--- config.mk ---
export PLATFORM = sky130hd
export DESIGN_NAME = pcs_framer
export DESIGN_NICKNAME = d
export VERILOG_FILES = /design/src/rtl/pcs_framer_pkg.sv /design/src/rtl/pcs_framer_ctrl.sv /design/src/rtl/pcs_framer_dp.sv /design/src/rtl/pcs_framer.sv
export SDC_FILE = /design/constraint.sdc
export NUM_CORES = 1
export LEC_CHECK = 0
export ABC_AREA = 0
export BUFFER_PORTS_ARGS = -buffer_cell sky130_fd_sc_hd__buf_4
export CAP_MARGIN = 20
export CORE_MARGIN = 3
export CORE_UTILIZATION = 56
export CTS_BUF_LIST = sky130_fd_sc_hd__clkbuf_16
export DETAILED_ROUTE_END_ITERATION = 16
export PLACE_DENSITY = 0.84
export SLEW_MARGIN = 40
export SYNTH_ARGS = -nofsm -noshare
export SYNTH_HDL_FRONTEND = slang
export SYNTH_SLANG_ARGS = --single-unit
--- constraint.sdc ---
create_clock -name clk -period 5.4 [get_ports clk]
set_clock_uncertainty 0.1 [all_clocks]
set_input_delay 1.08 -clock clk [delete_from_list [all_inputs] [get_ports clk]]
set_output_delay 1.08 -clock clk [all_outputs]
set_load 0.02 [all_outputs]
--- src/rtl/pcs_framer_pkg.sv ---
package pcs_framer_pkg;
  localparam int NIB_W  = 4;
  localparam int CODE_W = 5;
  localparam int NUM_DATA = 1 << NIB_W;
  localparam logic [NIB_W-1:0] PRE_NIB = 4'b0101;

  localparam logic [CODE_W-1:0] C_IDLE = 5'b11111;
  localparam logic [CODE_W-1:0] C_J    = 5'b11000;
  localparam logic [CODE_W-1:0] C_K    = 5'b10001;
  localparam logic [CODE_W-1:0] C_T    = 5'b01101;
  localparam logic [CODE_W-1:0] C_R    = 5'b00111;
  localparam logic [CODE_W-1:0] C_H    = 5'b00100;

  typedef enum logic [2:0] {
    TXO_IDLE, TXO_J, TXO_K, TXO_DATA, TXO_ERR, TXO_T, TXO_R
  } txSel_e;

  typedef enum logic [2:0] {
    RXO_NONE, RXO_PRE, RXO_DATA, RXO_BAD, RXO_EARLY
  } rxSel_e;

  typedef struct packed {
    txSel_e txSel;
    rxSel_e rxSel;
  } strobes_t;

  typedef struct packed {
    logic isJ;
    logic isK;
    logic isT;
    logic isIdle;
    logic isData;
  } rxClass_t;

  function automatic logic [CODE_W-1:0] encNib(input logic [NIB_W-1:0] n);
    logic [CODE_W-1:0] c;
    case (n)
      4'h0: c = 5'b11110; 4'h1: c = 5'b01001; 4'h2: c = 5'b10100; 4'h3: c = 5'b10101;
      4'h4: c = 5'b01010; 4'h5: c = 5'b01011; 4'h6: c = 5'b01110; 4'h7: c = 5'b01111;
      4'h8: c = 5'b10010; 4'h9: c = 5'b10011; 4'hA: c = 5'b10110; 4'hB: c = 5'b10111;
      4'hC: c = 5'b11010; 4'hD: c = 5'b11011; 4'hE: c = 5'b11100; default: c = 5'b11101;
    endcase
    return c;
  endfunction
endpackage

--- src/rtl/pcs_framer_ctrl.sv ---
module pcs_framer_ctrl
  import pcs_framer_pkg::*;
(
  input  logic     clk,
  input  logic     rstN,
  input  logic     txEn,
  input  logic     txEr,
  input  rxClass_t rxClass,
  output strobes_t strobes
);
  typedef enum logic [1:0] {TXS_IDLE, TXS_K, TXS_DATA, TXS_R} txState_e;
  typedef enum logic [1:0] {RXS_IDLE, RXS_K, RXS_DATA, RXS_R} rxState_e;

  txState_e txState, txNext;
  rxState_e rxState, rxNext;

  always_comb begin
    txNext        = txState;
    strobes.txSel = TXO_IDLE;
    case (txState)
      TXS_IDLE: if (txEn) begin
        strobes.txSel = TXO_J;
        txNext        = TXS_K;
      end
      TXS_K: begin
        strobes.txSel = TXO_K;
        txNext        = TXS_DATA;
      end
      TXS_DATA: if (txEn) begin
        strobes.txSel = txEr ? TXO_ERR : TXO_DATA;
      end else begin
        strobes.txSel = TXO_T;
        txNext        = TXS_R;
      end
      default: begin
        strobes.txSel = TXO_R;
        txNext        = TXS_IDLE;
      end
    endcase
  end

  always_comb begin
    rxNext        = rxState;
    strobes.rxSel = RXO_NONE;
    case (rxState)
      RXS_IDLE: if (rxClass.isJ) begin
        strobes.rxSel = RXO_PRE;
        rxNext        = RXS_K;
      end
      RXS_K, RXS_DATA: begin
        rxNext = RXS_DATA;
        if (rxClass.isT) begin
          strobes.rxSel = RXO_NONE;
          rxNext        = RXS_R;
        end else if (rxClass.isIdle) begin
          strobes.rxSel = RXO_EARLY;
          rxNext        = RXS_IDLE;
        end else if (rxState == RXS_K && rxClass.isK) begin
          strobes.rxSel = RXO_PRE;
        end else if (rxState == RXS_DATA && rxClass.isData) begin
          strobes.rxSel = RXO_DATA;
        end else begin
          strobes.rxSel = RXO_BAD;
        end
      end
      default: rxNext = RXS_IDLE;
    endcase
  end

  always_ff @(posedge clk) begin
    if (!rstN) begin
      txState <= TXS_IDLE;
      rxState <= RXS_IDLE;
    end else begin
      txState <= txNext;
      rxState <= rxNext;
    end
  end

  AST_DELIM_AFTER_DATA: assert property (@(posedge clk) disable iff (!rstN)
    (txState == TXS_DATA && !txEn) |=> (txState == TXS_R));
endmodule

--- src/rtl/pcs_framer_dp.sv ---
module pcs_framer_dp
  import pcs_framer_pkg::*;
(
  input  logic              clk,
  input  logic              rstN,
  input  logic [NIB_W-1:0]  txd,
  input  logic [CODE_W-1:0] rxCode,
  input  strobes_t          strobes,
  output rxClass_t          rxClass,
  output logic [CODE_W-1:0] txCode,
  output logic              crs,
  output logic              rxDv,
  output logic              rxEr,
  output logic [NIB_W-1:0]  rxd
);
  logic [NIB_W-1:0] decNib;
  logic [NUM_DATA-1:0] hit;

  genvar gi;
  generate
    for (gi = 0; gi < NUM_DATA; gi++) begin : g_dec
      assign hit[gi] = (rxCode == encNib(NIB_W'(gi)));
    end
  endgenerate

  always_comb begin
    decNib = '0;
    for (int i = 0; i < NUM_DATA; i++)
      if (hit[i]) decNib = NIB_W'(i);
  end

  assign rxClass.isJ    = (rxCode == C_J);
  assign rxClass.isK    = (rxCode == C_K);
  assign rxClass.isT    = (rxCode == C_T);
  assign rxClass.isIdle = (rxCode == C_IDLE);
  assign rxClass.isData = |hit;

  always_ff @(posedge clk) begin
    if (!rstN) begin
      txCode <= C_IDLE;
    end else begin
      case (strobes.txSel)
        TXO_J:    txCode <= C_J;
        TXO_K:    txCode <= C_K;
        TXO_DATA: txCode <= encNib(txd);
        TXO_ERR:  txCode <= C_H;
        TXO_T:    txCode <= C_T;
        TXO_R:    txCode <= C_R;
        default:  txCode <= C_IDLE;
      endcase
    end
  end

  always_ff @(posedge clk) begin
    if (!rstN) begin
      crs <= 1'b0; rxDv <= 1'b0; rxEr <= 1'b0; rxd <= '0;
    end else begin
      case (strobes.rxSel)
        RXO_PRE:   begin crs <= 1'b1; rxDv <= 1'b1; rxEr <= 1'b0; rxd <= PRE_NIB; end
        RXO_DATA:  begin crs <= 1'b1; rxDv <= 1'b1; rxEr <= 1'b0; rxd <= decNib;  end
        RXO_BAD:   begin crs <= 1'b1; rxDv <= 1'b1; rxEr <= 1'b1; rxd <= '0;      end
        RXO_EARLY: begin crs <= 1'b0; rxDv <= 1'b0; rxEr <= 1'b1; rxd <= '0;      end
        default:   begin crs <= 1'b0; rxDv <= 1'b0; rxEr <= 1'b0; rxd <= '0;      end
      endcase
    end
  end

  AST_J_THEN_K: assert property (@(posedge clk) disable iff (!rstN)
    (txCode == C_J) |=> (txCode == C_K));
  AST_T_THEN_R: assert property (@(posedge clk) disable iff (!rstN)
    (txCode == C_T) |=> (txCode == C_R));
  AST_EARLY_ONE_CLK: assert property (@(posedge clk) disable iff (!rstN)
    (rxEr && !crs) |=> !rxEr);
endmodule

--- src/rtl/pcs_framer.sv ---
module pcs_framer
  import pcs_framer_pkg::*;
(
  input  logic              clk,
  input  logic              rstN,
  input  logic              txEn,
  input  logic              txEr,
  input  logic [NIB_W-1:0]  txd,
  output logic [CODE_W-1:0] txCode,
  input  logic [CODE_W-1:0] rxCode,
  output logic              crs,
  output logic              rxDv,
  output logic              rxEr,
  output logic [NIB_W-1:0]  rxd
);
  strobes_t strobes;
  rxClass_t rxClass;

  pcs_framer_ctrl u_ctrl (
    .clk(clk), .rstN(rstN), .txEn(txEn), .txEr(txEr),
    .rxClass(rxClass), .strobes(strobes)
  );

  pcs_framer_dp u_dp (
    .clk(clk), .rstN(rstN), .txd(txd), .rxCode(rxCode), .strobes(strobes),
    .rxClass(rxClass), .txCode(txCode), .crs(crs), .rxDv(rxDv),
    .rxEr(rxEr), .rxd(rxd)
  );

  AST_IDLE_HOLDS: assert property (@(posedge clk) disable iff (!rstN)
    (txCode == C_IDLE && !txEn) |=> (txCode == C_IDLE));
  AST_DV_NEEDS_CRS: assert property (@(posedge clk) disable iff (!rstN)
    rxDv |-> crs);
endmodule

# Word-level counts from Yosys, hierarchy flattened
# Memory sizes are Yosys's and may differ from the RTL's.
# Index checks and enable logic that the tools add are counted.
[totals]
memories = 1
reg_bits = 15
mem_bits_ro = 80
out_inout_bits = 12
word_cells = 89
input_bits = 13
[classes]
reduce_logical = 9
n_mux = 36
n_eq_ne = 37
[mem_list]
columns = ["name", "depth", "word_bits", "rd", "rd_clocked_by_memory_dff", "write_ports", "line", "text"]
rows = [
  ["(name not given)", 16, 5, 1, 0, 0, "pcs_framer_pkg.sv:37", "case (n)"],
]
[op_table]
columns = ["cell", "n"]
rows = [
  ["$eq A5 B5 Y1 const B", 14],
  ["$mux W4", 8],
  ["$eq A5 B4 Y1 const B", 6],
  ["$pmux W5 S6", 1],
  ["$mux W3", 9],
  ["$reduce_or A16 Y1", 1],
  ["$mux W2", 7],
  ["$eq A3 B2 Y1 const B", 4],
  ["$eq A3 B3 Y1 const B", 4],
  ["$pmux W3 S3", 1],
  ["$pmux W4 S2", 1],
  ["$eq A3 B1 Y1 const B", 2],
  ["$mux W1", 6],
  ["$ne A2 B2 Y1 const B", 3],
  ["$pmux W2 S3", 1],
  ["$pmux W3 S2", 1],
  ["$eq A2 B1 Y1 const B", 2],
  ["$eq A2 B2 Y1 const B", 2],
  ["$logic_not A2 Y1", 2],
  ["$pmux W2 S2", 1],
  ["$reduce_or A2 Y1", 2],
  ["$reduce_or A3 Y1", 1],
  ["$logic_and A1 B1 Y1", 2],
  ["$reduce_and A2 Y1", 1],
]

# Logic depth before layout (Yosys ltp)
[depth]
word_depth = 17
ltp_mapped = 8
depth_no_buf = 7

# Hierarchy
# A second synthesis with hierarchy kept.
[unflattened]
hier_cells = 124
hier_area_um2 = 1022.2
[modules_own_cells]
columns = ["module", "seq_area_each_um2", "instances", "area_per_inst_um2", "cells_each"]
rows = [
  ["pcs_framer_dp", 220.2, 1, 640.6, 76],
  ["pcs_framer_ctrl", 80.1, 1, 381.6, 48],
]

# Worst setup path before layout
# OpenSTA, ideal clock, no wires.
[synth_timing]
path_kind = "in2reg"
start = "input port rxCode[1]"
end = "register u_dp.rxd[1]"
cell_stages = 6
path_slack_ns = 3.023
setup_ns = 0.080
required_time_ns = 5.220
arrival_ns = 2.197
path_buffers = 1
cell_sequence = "buf_6 or2_4 a21oi_4 o31ai_2 or3_1 nor3b_1"
[synth_between]
elab_chain_cells = 16
word_cells_on_any_way = 46
cone_classes = "eq/ne: 22; mux: 21; reduce/logical: 3"
[synth_rtl]
columns = ["element", "line", "text"]
rows = [
  ["start, declared", "pcs_framer.sv:10", "input logic [CODE_W-1:0] rxCode,"],
  ["$eq A5 B5 Y1", "pcs_framer_dp.sv:22", "assign hit[gi] = (rxCode == encNib(NIB_W'(gi)));"],
  ["$mux W2 (2 in a row)", "pcs_framer_dp.sv:29", "if (hit[i]) decNib = NIB_W'(i);"],
  ["$mux W3 (4 in a row)", "pcs_framer_dp.sv:29", ""],
  ["$mux W4 (8 in a row)", "pcs_framer_dp.sv:29", ""],
  ["$pmux W4 S2 (*)", "pcs_framer_dp.sv:58", "case (strobes.rxSel)"],
  ["end signal, assigned", "pcs_framer_dp.sv:59", "RXO_PRE: begin crs <= 1'b1; rxDv <= 1'b1; rxEr <= 1'b0; rxd <= PRE_NIB; end"],
  ["end signal, assigned", "pcs_framer_dp.sv:60", "RXO_DATA: begin crs <= 1'b1; rxDv <= 1'b1; rxEr <= 1'b0; rxd <= decNib; end"],
  ["end signal, assigned", "pcs_framer_dp.sv:61", "RXO_BAD: begin crs <= 1'b1; rxDv <= 1'b1; rxEr <= 1'b1; rxd <= '0; end"],
  ["end, declared", "pcs_framer_dp.sv:14", "output logic [NIB_W-1:0] rxd"],
]
# Every way passes the cells marked *; elsewhere a longest branch is shown, timed or not.
# A chain may end at the register's enable or synchronous reset.

# Final worst setup path
[layout_timing]
start = "input port rxCode[2]"
end = "register u_dp.rxd[3]"
[layout_between]
elab_chain_cells = 10
word_cells_on_any_way = 40
cone_classes = "eq/ne: 22; mux: 15; reduce/logical: 3"
[layout_rtl]
columns = ["element", "line"]
rows = [
  ["$eq A5 B5 Y1 or $eq A5 B4 Y1 (tied branches)", "pcs_framer_dp.sv:22"],
  ["$reduce_or A16 Y1 or $mux W4 (tied branches)", "pcs_framer_dp.sv:36, pcs_framer_dp.sv:29"],
  ["$logic_and A1 B1 Y1 or $mux W4 (tied branches)", "pcs_framer_ctrl.sv:60, pcs_framer_dp.sv:29"],
  ["$mux W1 or $mux W4 (tied branches)", "pcs_framer_ctrl.sv:60, pcs_framer_dp.sv:29"],
  ["$mux W3 or $mux W4 (tied branches)", "pcs_framer_ctrl.sv:58, pcs_framer_dp.sv:29"],
  ["$mux W3 or $mux W4 (tied branches)", "pcs_framer_ctrl.sv:55, pcs_framer_dp.sv:29"],
  ["$mux W3 or $mux W4 (tied branches)", "pcs_framer_ctrl.sv:52, pcs_framer_dp.sv:29"],
  ["$pmux W3 S2 or $mux W4 (tied branches)", "pcs_framer_ctrl.sv:45, pcs_framer_dp.sv:29"],
  ["$eq A3 B2 Y1, or another cell as far along", "pcs_framer_dp.sv:58"],
  ["$pmux W4 S2 (*)", "pcs_framer_dp.sv:58"],
]
# Marks and branches as above.

==> impl_metrics.env <==
export IMPL_drtIter0Drc=25
export IMPL_wl_mm=2.24
export IMPL_cts_root_buffer="clkbuf_16"
export IMPL_hold_violations=0
export IMPL_synth_top_area_frac=0.283
export IMPL_reg2reg_setup_slack_ps=3390
export IMPL_ir_worst_vdd_uv=259
export IMPL_period_needed_ps=2350
export IMPL_slew_headroom=0.725
export IMPL_vias=967
export IMPL_hp_start="u_ctrl.rxState[1]$_SDFFE_PN0P_"
export IMPL_io_pins=25
export IMPL_drive_above_1_share=0.228
export IMPL_r2r_start="u_ctrl.rxState[1]$_SDFFE_PN0P_"
export IMPL_worstRegToRegCells=7
export IMPL_cp_start_kind="input pin"
export IMPL_yosys_top_cells_count="dfxtp_1 (15), nand2_1 (10), o21ai_0 (10)"
export IMPL_cts_setup_buffers=0
export IMPL_rsz0062_at_grt="false"
export IMPL_crit_path_end_kind="flop"
export IMPL_syn_avg_cell_area_um2=8.28
export IMPL_row_count=15
export IMPL_power_density_nw_per_um2=368
export IMPL_track_usage=0.183
export IMPL_min_period_over_period=0.435
export IMPL_synth_flop_cell="dfxtp_1"
export IMPL_min_path_cells=2
export IMPL_cp_top_family="simple AND/OR/NAND/NOR gates"
export IMPL_setup_viol=0
export IMPL_maxCapViolCount=0
export IMPL_yosysMostFrequentCell="dfxtp_1"
export IMPL_antenna_cells=0
export IMPL_cp_arrival_ps=2400
export IMPL_cts_sinks=15
export IMPL_postSynthCellCount=128
export IMPL_htreeDepth=1
export IMPL_ys_warn_count=0
export IMPL_required_ps=5460
export IMPL_dieArea_um2=2450
export IMPL_synth_fp_nets=149
export IMPL_dr_pass1_iters=4
export IMPL_hold_class="flop to flop"
export IMPL_post_route_util=0.736
export IMPL_worst_pin_slew_ps=409
export IMPL_tns_ps=0
export IMPL_cts_buffers=3
export IMPL_max_stage_delay_ps=410
export IMPL_antenna_found_initial=0
export IMPL_synth_largest_area_cell="dfxtp_1"
export IMPL_mappedNetlistArea_um2=1060
export IMPL_drc=0
export IMPL_grt_max_degree=13
export IMPL_synthTopCellsByArea="dfxtp_1 (28%), ha_1 (9.4%), nor2b_1 (5.3%), o21ai_0 (4.7%), a21oi_1 (4.3%)"
export IMPL_ys_seq_area_frac=0.283
export IMPL_cts_path_max_buffers=2
export IMPL_timing_rr_end="u_dp.rxd[3]$_SDFF_PN0_"
export IMPL_fmax_ghz=0.426
export IMPL_hpwl_mm=1.63
export IMPL_avgRoutedWirePerCell_um=12.9
export IMPL_clk_latency_ps=240
export IMPL_p_total_mw=0.478
export IMPL_cts_tree="done"
export IMPL_via_per_inst=5.56
export IMPL_grt_overflow=0
export IMPL_syn_to_final_growth_pct=22.6
export IMPL_synth_edff_count=0
export IMPL_start_util=0.601
export IMPL_crit_path_cell_trace="buf_4, nand2b_1, a211oi_1, o31ai_2, or3_1, nor3b_1"
export IMPL_worstPathMaxFanout=11
export IMPL_grt_pass1_vias=860
export IMPL_fill_cells=138
export IMPL_hold_buffers=0
export IMPL_cts_resized=0
export IMPL_antenna_left=0
export IMPL_nets=171
export IMPL_worstSetupPathType="input pin to flop"
export IMPL_grt_pass1_wl_mm=3.68
export IMPL_holdPathEnd="u_ctrl.rxState[1]$_SDFFE_PN0P_"
export IMPL_slowest_stage="or3_1"
export IMPL_die_w_um=49.5
export IMPL_coreArea_um2=1760
export IMPL_path_buf_inv=1
export IMPL_drv_slew=0
export IMPL_io_buffers=24
export IMPL_async_flop_share=0
export IMPL_status="completed"
export IMPL_clk_pin_slew_ps=50
export IMPL_die_height_um=49.5
export IMPL_synth_cell_types=43
export IMPL_synth_seq_cells=15
export IMPL_gp_congestion=0.849
export IMPL_leakagePower_nw=0.543
-- kinds of logic (layout without fill, tap and decap cells) --
| logic type | count (synthesis) | count (layout) | synth area share |
|---|---|---|---|
| adders and majority gates | 8 | 8 | 0.0945 |
| and+or+nand+nor | 49 | 49 | 0.266 |
| muxes | 1 | 1 | 0.00945 |
| DFF | 15 | 15 | 0.283 |
| xor gates and xnor gates | 5 | 5 | 0.0413 |
| AOI/OAI and AO/OA | 35 | 35 | 0.229 |
| buffers and inverters | 15 | 36 | 0.0767 |
-- how the worst max path moves through the flow --
stage / cells after the start / endpoint / from
6_report: 6 / u_dp.rxd[3]$_SDFF_PN0_ / rxCode[2]
5_1_grt: 6 / u_dp.rxd[3]$_SDFF_PN0_ / rxCode[2]
4_1_cts: 6 / u_dp.rxd[3]$_SDFF_PN0_ / rxCode[2]
3_5_place_dp: 6 / u_dp.rxd[3]$_SDFF_PN0_ / rxCode[2]
3_3_place_gp: 6 / u_dp.rxd[1]$_SDFF_PN0_ / rxCode[2]
2_1_floorplan: 6 / u_dp.rxd[1]$_SDFF_PN0_ / rxCode[1]
-- state kept, by name, indices dropped and copies added (netlist names) --
signal / count
u_dp.rxd: 4
u_dp.txCode: 5
u_dp.crs: 1
u_dp.rxEr: 1
u_ctrl.txState: 2
u_ctrl.rxState: 2
-- stage by stage --
stage	cell area, um^2	worst slack, ps	hold WS [ps]	std cells
after floorplan	1060	3020	430	128
after global placement	1220	2890	462	170
after detailed placement	1220	2820	466	170
after CTS	1300	3050	474	174
after global routing	1300	2940	486	174
final	1300	3050	466	174
-- cell type report --
type / count / area [um^2] / share of cell area
clock buffers: 3 / 75.1 / 0.0578
clock inverters: 1 / 3.75 / 0.00289
inverters: 8 / 30.0 / 0.0231
multi-input cells: 98 / 678 / 0.522
flip-flops and latches: 15 / 300 / 0.231
well taps: 25 / 31.3 / 0.0241
repair buffers: 24 / 180 / 0.139
-- power breakdown --
part	switching, mW	leakage (nW)	total (mW)	internal [mW]
Sequential	0.0111	0.122	0.144	0.133
Combinational	0.108	0.379	0.191	0.0832
Clock	0.0447	0.0423	0.143	0.0981
Total	0.164	0.543	0.478	0.314
-- layout by cell type, fill, tap and decap left out, types with 3 or more instances in the layout --
| cell type | instances |
|---|---|
| ha_1 | 8 |
| nor3b_1 | 4 |
| xnor2_1 | 4 |
| dfxtp_1 | 15 |
| a21oi_1 | 9 |
| nand2_1 | 10 |
| o21ai_0 | 10 |
| nand2b_1 | 3 |
| clkbuf_16 | 3 |
| buf_4 | 24 |
| nand3_1 | 4 |
| inv_1 | 9 |
| nor2_1 | 6 |
| nor2b_1 | 9 |
-- worst reg2reg max path, delay by kind of cell (launching register included) --
kind / cells / cell delay [ps]
adder cells (fa/ha/maj): 1 / 300
AO/OA/AOI/OAI: 2 / 540
buffers and inverters: 1 / 90
AND/OR/NAND/NOR: 3 / 510
flip-flops: 1 / 370
-- metal layers --
| metal | GRT usage | part of all wire | wire (um) | up-vias |
|---|---|---|---|---|
| met4 | 0.0415 | 0.0049 | 11 | 0 |
| li1 | - | - | - | 493 |
| met5 | 0 | 0 | 0 | - |
| met3 | 0.0272 | 0.040 | 89 | 2 |
| met2 | 0.304 | 0.49 | 1100 | 21 |
| met1 | 0.250 | 0.46 | 1040 | 451 |
(Power assumes the default switching activity.)
